<file path="config.mk">
export PLATFORM = sky130hd
export DESIGN_NAME = adc_result_dma
export DESIGN_NICKNAME = d
export VERILOG_FILES = /design/src/rtl/adc_dma_pkg.sv /design/src/rtl/adc_dma_stage.sv /design/src/rtl/adc_dma_sched.sv /design/src/rtl/adc_result_dma.sv
export SDC_FILE = /design/constraint.sdc
export NUM_CORES = 1
export LEC_CHECK = 0
export BUFFER_PORTS_ARGS = -buffer_cell sky130_fd_sc_hd__clkbuf_2
export CAP_MARGIN = 20
export CORE_ASPECT_RATIO = 1.75
export CORE_MARGIN = 3
export CORE_UTILIZATION = 55
export CTS_CLUSTER_DIAMETER = 80
export CTS_CLUSTER_SIZE = 30
export DETAILED_ROUTE_END_ITERATION = 7
export MAX_ROUTING_LAYER = met4
export PLACE_DENSITY = 0.8
export SYNTH_ARGS = -nofsm -noshare
export SYNTH_HDL_FRONTEND = slang
export SYNTH_SLANG_ARGS = --single-unit
</file>
<file path="constraint.sdc">
create_clock -name clk -period 2.55 [get_ports clk]
set_input_delay 0.255 -clock clk [delete_from_list [all_inputs] [get_ports clk]]
set_output_delay 0.255 -clock clk [all_outputs]
set_load 0.05 [all_outputs]
</file>
<file path="src/rtl/adc_dma_pkg.sv">
package adc_dma_pkg;
  typedef enum logic {
    PH_FIRST  = 1'b0,
    PH_SECOND = 1'b1
  } phase_e;
endpackage

</file>
<file path="src/rtl/adc_dma_stage.sv">
// Write stage plus one-entry holding buffer between result stream and memory port.
module adc_dma_stage #(
  parameter int DW = 16
) (
  input  logic          clk,
  input  logic          rst_n,
  input  logic          flush,
  input  logic          enable,
  input  logic          in_valid,
  input  logic [DW-1:0] in_data,
  output logic          in_ready,
  output logic          wr_req,
  output logic [DW-1:0] wr_data,
  input  logic          wr_gnt,
  output logic          fire
);
  logic          buf_vld;
  logic [DW-1:0] buf_data;
  logic          take;
  logic          slot_free;

  assign in_ready  = !buf_vld;
  assign take      = in_valid && in_ready && enable;
  assign fire      = wr_req && wr_gnt;
  assign slot_free = !wr_req || fire;

  always_ff @(posedge clk or negedge rst_n) begin
    if (!rst_n) begin
      wr_req   <= 1'b0;
      wr_data  <= '0;
      buf_vld  <= 1'b0;
      buf_data <= '0;
    end else if (flush) begin
      wr_req  <= 1'b0;
      buf_vld <= 1'b0;
    end else if (slot_free) begin
      if (buf_vld) begin
        wr_req   <= 1'b1;
        wr_data  <= buf_data;
        buf_vld  <= take;
        buf_data <= in_data;
      end else begin
        wr_req  <= take;
        wr_data <= in_data;
      end
    end else if (take) begin
      buf_vld  <= 1'b1;
      buf_data <= in_data;
    end
  end
endmodule

</file>
<file path="src/rtl/adc_dma_sched.sv">
// Pointer, per-block counter, block phase and status flags.
module adc_dma_sched
  import adc_dma_pkg::*;
#(
  parameter int AW = 16,
  parameter int CW = 8
) (
  input  logic          clk,
  input  logic          rst_n,
  input  logic          cfg_load,
  input  logic [CW-1:0] cfg_count,
  input  logic [AW-1:0] cfg_base,
  input  logic          cfg_two_blk,
  input  logic          cfg_cont,
  input  logic          beat,
  input  logic          irq_clr,
  output logic          running,
  output logic          stop_now,
  output logic [AW-1:0] wr_addr,
  output logic          blk1_filled,
  output logic          done_irq
);
  localparam int PW = AW - 1;

  logic [CW-1:0] n_q, left_q;
  logic [PW-1:0] base_q, ptr_q;
  logic          two_q, cont_q;
  phase_e        phase_q;
  logic          blk_end;

  assign blk_end  = beat && (left_q == CW'(1));
  assign stop_now = blk_end && !cont_q && (!two_q || phase_q == PH_SECOND);
  assign wr_addr  = {ptr_q, 1'b0};

  always_ff @(posedge clk or negedge rst_n) begin
    if (!rst_n) begin
      n_q         <= '0;
      left_q      <= '0;
      base_q      <= '0;
      ptr_q       <= '0;
      two_q       <= 1'b0;
      cont_q      <= 1'b0;
      phase_q     <= PH_FIRST;
      running     <= 1'b0;
      blk1_filled <= 1'b0;
    end else if (cfg_load) begin
      n_q     <= cfg_count;
      left_q  <= cfg_count;
      base_q  <= cfg_base[AW-1:1];
      ptr_q   <= cfg_base[AW-1:1];
      two_q   <= cfg_two_blk;
      cont_q  <= cfg_cont;
      phase_q <= PH_FIRST;
      running <= (cfg_count != '0);
    end else if (beat) begin
      if (!blk_end) begin
        ptr_q  <= ptr_q + PW'(1);
        left_q <= left_q - CW'(1);
      end else if (phase_q == PH_FIRST && two_q) begin
        blk1_filled <= 1'b1;
        phase_q     <= PH_SECOND;
        ptr_q       <= ptr_q + PW'(1);
        left_q      <= n_q;
      end else begin
        blk1_filled <= (phase_q == PH_FIRST);
        phase_q     <= PH_FIRST;
        if (cont_q) begin
          ptr_q  <= base_q;
          left_q <= n_q;
        end else begin
          running <= 1'b0;
        end
      end
    end
  end

  always_ff @(posedge clk or negedge rst_n) begin
    if (!rst_n)       done_irq <= 1'b0;
    else if (blk_end) done_irq <= 1'b1;
    else if (irq_clr) done_irq <= 1'b0;
  end
endmodule

</file>
<file path="src/rtl/adc_result_dma.sv">
module adc_result_dma #(
  parameter int DW = 16,
  parameter int AW = 16,
  parameter int CW = 8
) (
  input  logic          clk,
  input  logic          rst_n,
  input  logic          res_valid,
  input  logic [DW-1:0] res_data,
  output logic          res_ready,
  input  logic          cfg_load,
  input  logic [CW-1:0] cfg_count,
  input  logic [AW-1:0] cfg_base,
  input  logic          cfg_two_blk,
  input  logic          cfg_cont,
  input  logic          irq_clr,
  output logic          wr_req,
  input  logic          wr_gnt,
  output logic [AW-1:0] wr_addr,
  output logic [DW-1:0] wr_data,
  output logic          cpu_stall,
  output logic          blk1_filled,
  output logic          done_irq
);
  logic running, stop_now, fire;

  adc_dma_stage #(.DW(DW)) u_stage (
    .clk      (clk),
    .rst_n    (rst_n),
    .flush    (cfg_load || stop_now),
    .enable   (running),
    .in_valid (res_valid),
    .in_data  (res_data),
    .in_ready (res_ready),
    .wr_req   (wr_req),
    .wr_data  (wr_data),
    .wr_gnt   (wr_gnt),
    .fire     (fire)
  );

  adc_dma_sched #(.AW(AW), .CW(CW)) u_sched (
    .clk         (clk),
    .rst_n       (rst_n),
    .cfg_load    (cfg_load),
    .cfg_count   (cfg_count),
    .cfg_base    (cfg_base),
    .cfg_two_blk (cfg_two_blk),
    .cfg_cont    (cfg_cont),
    .beat        (fire),
    .irq_clr     (irq_clr),
    .running     (running),
    .stop_now    (stop_now),
    .wr_addr     (wr_addr),
    .blk1_filled (blk1_filled),
    .done_irq    (done_irq)
  );

  assign cpu_stall = fire;
endmodule

</file>
==> impl_summary.txt <==
----------------------------------------------------
[Outcome]
  Run status ... finished, final reports clean

[Global routing]
  Number of global-route vias before repair ... roughly 3500
  Met3 Track Usage GR ... 4.84%
  Number of antenna violations at the first check in global routing ... 0
  Gr busiest metal ... met2
  GR Layer Usage met1 ... 29.4%
  GR Layer Usage met2 ... 40.2%
  Total Routing Usage GR ... about a quarter
  First-pass GRT wire length ... 16.3 mm
  Largest net degree at the start of global routing ... 68
  Total global routing overflow ... 0

[STA]
  Post-route setup TNS ... 0 ps
  Final setup violation count ... 0
  Number of max-slew violations in the final report ... 0
  Final clock skew ... 4.56 ps
  Relative slew slack ... 43.6%
  Unrepaired setup endpoints after global routing ... false
  Smallest setup slack after layout ... between 300 and 400 ps
  Least-Margin Pin Slew ... 839 ps
  Ratio of final minimum period to clock period ... 86.8%
  Achievable clock frequency ... 0.452 GHz
  Final hold violations ... 0
  Final period demand of the worst path ... 2210 ps

[Pwr]
  Post-layout power ... roughly 3.8 mW
  Power per cell area ... 737 nW/um^2
  Net Switching ... 1.14 mW
  Relative contribution of the clock network to total power ... roughly a third
  Leakage power figure ... 2.36 nW
  Max VDD drop ... 0.504 mV
  Combinational Power Share ... 20.1%
  Net Sw Frac ... 30.0%
  Power Internal ... 2.66 mW
  Portion of total power attributed to sequential cells ... 45.1%

[Yosys]
  Post-synthesis instance area ... 4260 sq um
  Number of register bits inferred by synthesis ... 86
  Most frequent cells after synthesis ... sky130_fd_sc_hd__dfrtp_1, sky130_fd_sc_hd__nor2_1, sky130_fd_sc_hd__o21ai_0, sky130_fd_sc_hd__a21oi_1, sky130_fd_sc_hd__nand2_1
  Number of warnings printed during yosys synthesis ... 0
  Most area-consuming cells after synthesis ... sky130_fd_sc_hd__dfrtp_1, sky130_fd_sc_hd__mux2i_1, sky130_fd_sc_hd__o21ai_0, sky130_fd_sc_hd__nor2_1, sky130_fd_sc_hd__mux2_4
  Post-synthesis cell count ... 420
  Most numerous cell in the Yosys netlist ... sky130_fd_sc_hd__dfrtp_1
  Primary FF master, synth ... sky130_fd_sc_hd__dfrtp_1
  Count of cell types in the netlist ... 53
  Post-synthesis sequential area ratio ... 50.6%
  Average size of a mapped cell ... around 10 sq um
  Number of enable-type register cells in the synthesized netlist ... 0
  Async set-or-reset flop fraction in the synthesized netlist ... between 90% and 100%
  Synthesized net count ... 471
  Yosys top cell area share ... about half
  Library cell occupying the most area in the post-synthesis netlist ... sky130_fd_sc_hd__dfrtp_1

[Routing]
  First-pass DRT Iterations ... 4
  Number of design-rule violations left by the first detailed-router iteration ... 262
  Via total after detailed routing ... 3482
  Average wire per cell in the routed design ... ~16 um
  Number of nets with antenna violations after detailed routing ... 0
  Number of vias per cell ... 5.80
  DRC violations left ... 0
  Total routed wirelength ... 9.73 mm

[Setup path]
  Crit start category ... flip-flop
  Data arrival time at the worst-slack endpoint ... 2430 ps
  Crit end category ... flip-flop
  Largest fanout on the critical path ... 11
  Critical Path Start ... u_sched.left_q[1]
  Origin of the critical flop-to-flop path ... u_sched.left_q[1]
  WP data required ... about 2800 ps
  Startpoint-to-endpoint class of the critical path ... reg -> reg

[Worst hold path]
  Type of the tightest min-delay check ... in -> reg
  Worst hold start ... irq_clr

[Layout]
  Area growth, synth to finish ... 21.1%
  Post-layout nets ... 560
  Non-filler cells, final ... 600
  Antenna cell count ... 0
  Fraction of layout cells with a size suffix above 1 ... 28.2%
  Area of the multi-input gates ... 1900 sq um
  Combined flip-flop and latch cell area ... about 2200 sq um
  Fill cell total of the finished layout ... 559

[Clocking]
  H-tree depth ... 3
  CTS tree ... built
  Number of setup buffers added after CTS ... 0
  CTS Buf Count ... 9
  Clock tree root driver cell ... sky130_fd_sc_hd__clkbuf_16
  Count of clock tree sinks ... 86
  Maximum clock insertion buffer count ... 2
  Clock input transition at the sequential cells of the worst setup and hold paths ... 60 ps
  Clock latency at the later pin of the worst-skew pair ... around 340 ps

[Floorplan]
  Initial core utilization ... 57.6%
  Total die area ... between 8000 and 9000 sq um
  Number of cell rows ... between 40 and 50
  Top-level port count ... 85
  Die boundary width ... 72.5 um
  Die Span Y ... 122 um
  Core area ... 7390 sq um

[Placed design]
  Number of buffers inserted by port buffering ... a little over 80
  Routability cong. ... 0.841
  DPL Wire Length ... 6.91 mm
  Placement-stage worst setup slack ... 189 ps
  Placed Instances ... around 580

[Flow run]
  Max-cap check violation count ... 0

----------------------------------------------------
==> final timing paths <==
kind / end / slack, ps / cells after the start
setup / recovery: u_sched.ptr_q[11] / 340 / 7
hold / removal: u_sched.done_irq / 110 / 2
setup reg to reg: u_sched.ptr_q[11] / 340 / 7
hold reg to reg: u_stage.buf_data[15] / 510 / 1
max in group asynchronous: u_sched.n_q[4] / 1510 / 3
min in group asynchronous: u_sched.base_q[8] / 410 / 2
==> cells by family (layout without fill, tap and decap cells) <==
| family | count (synthesis) | in the layout | share of synthesized area [%] |
|---|---|---|---|
| other cells | 1 | 1 | 0.0881 |
| fa+ha+maj | 3 | 3 | 0.882 |
| xor+xnor | 7 | 7 | 1.44 |
| buf+inv | 48 | 142 | 4.68 |
| compound gates | 111 | 111 | 16.6 |
| flops | 86 | 86 | 50.6 |
| mux | 43 | 43 | 11.7 |
| simple gates | 121 | 121 | 14.1 |
==> placed cells by master, fill, tap and decap left out, types with 13 or more instances in the layout <==
cell type and instances:
sky130_fd_sc_hd__dfrtp_1 86, sky130_fd_sc_hd__clkbuf_2 81, sky130_fd_sc_hd__nor2_1 43, sky130_fd_sc_hd__o21ai_0 40
sky130_fd_sc_hd__nand2_1 29, sky130_fd_sc_hd__a21oi_1 29, sky130_fd_sc_hd__inv_1 28, sky130_fd_sc_hd__mux2i_1 20
sky130_fd_sc_hd__mux2_2 13, sky130_fd_sc_hd__buf_4 13
==> routing by layer <==
| layer | vias to the layer above | routed length (um) |
|---|---|---|
| li1 | 1675 | - |
| met1 | 1666 | 3930 |
| met2 | 119 | 5020 |
| met3 | 22 | 558 |
| met4 | 0 | 219 |
| met5 | - | 0 |
==> area by class of cell <==
type	instances	area share, %
Clock inverter	3	0.826
Multi-Input combinational cell	286	37.0
Timing Repair Buffer	98	11.3
Inverter	28	2.04
Sequential cell	86	41.8
Clock buffer	13	5.05
Tap cell	86	2.09
==> worst max-delay path: stages (launching register included) <==
cell and delay [ps]:
sky130_fd_sc_hd__dfrtp_1 400, sky130_fd_sc_hd__inv_1 90, sky130_fd_sc_hd__ha_1 150, sky130_fd_sc_hd__or3b_2 540, sky130_fd_sc_hd__o41ai_4 270, sky130_fd_sc_hd__nand2_1 310, sky130_fd_sc_hd__a21oi_1 220, sky130_fd_sc_hd__o21ai_0 110
==> power by group through the flow <==
stage               logic [mW]  clock network (mW)  registers (mW)
global placement         0.740                   0            1.72
floorplan                0.349                   0            1.90
global route             0.831                1.41            1.74
finish                   0.764                1.32            1.71
detailed placement       0.761                   0            1.73
CTS                      0.764                1.34            1.71
==> flip-flops by register name, indices dropped and copies added (netlist names) <==
| name | count |
|---|---|
| u_sched.base_q | 15 |
| u_sched.blk1_filled | 1 |
| u_sched.cont_q | 1 |
| u_sched.done_irq | 1 |
| u_sched.left_q | 8 |
| u_sched.n_q | 8 |
| u_sched.phase_q | 1 |
| u_sched.ptr_q | 15 |
| u_sched.running | 1 |
| u_sched.two_q | 1 |
| u_stage.buf_data | 16 |
| u_stage.buf_vld | 1 |
| u_stage.wr_data | 16 |
| u_stage.wr_req | 1 |
==> stage by stage <==
step                      hold slack [ps]  utilization [%]  instance area [sq um]
after floorplan                     -40.6                -                   4260
after global placement                228             65.1                   4810
after detailed placement              236             65.1                   4810
after CTS                             113             69.4                   5120
after global routing                  141             69.7                   5150
final                                 113             69.7                   5150
==> repair_timing <==
action | CTS | global route
resized for setup | 0 | 0
hold buffers | 1 | 0
hold endpoints to repair | 34 | 0
Power figures use the tool's default switching activity.
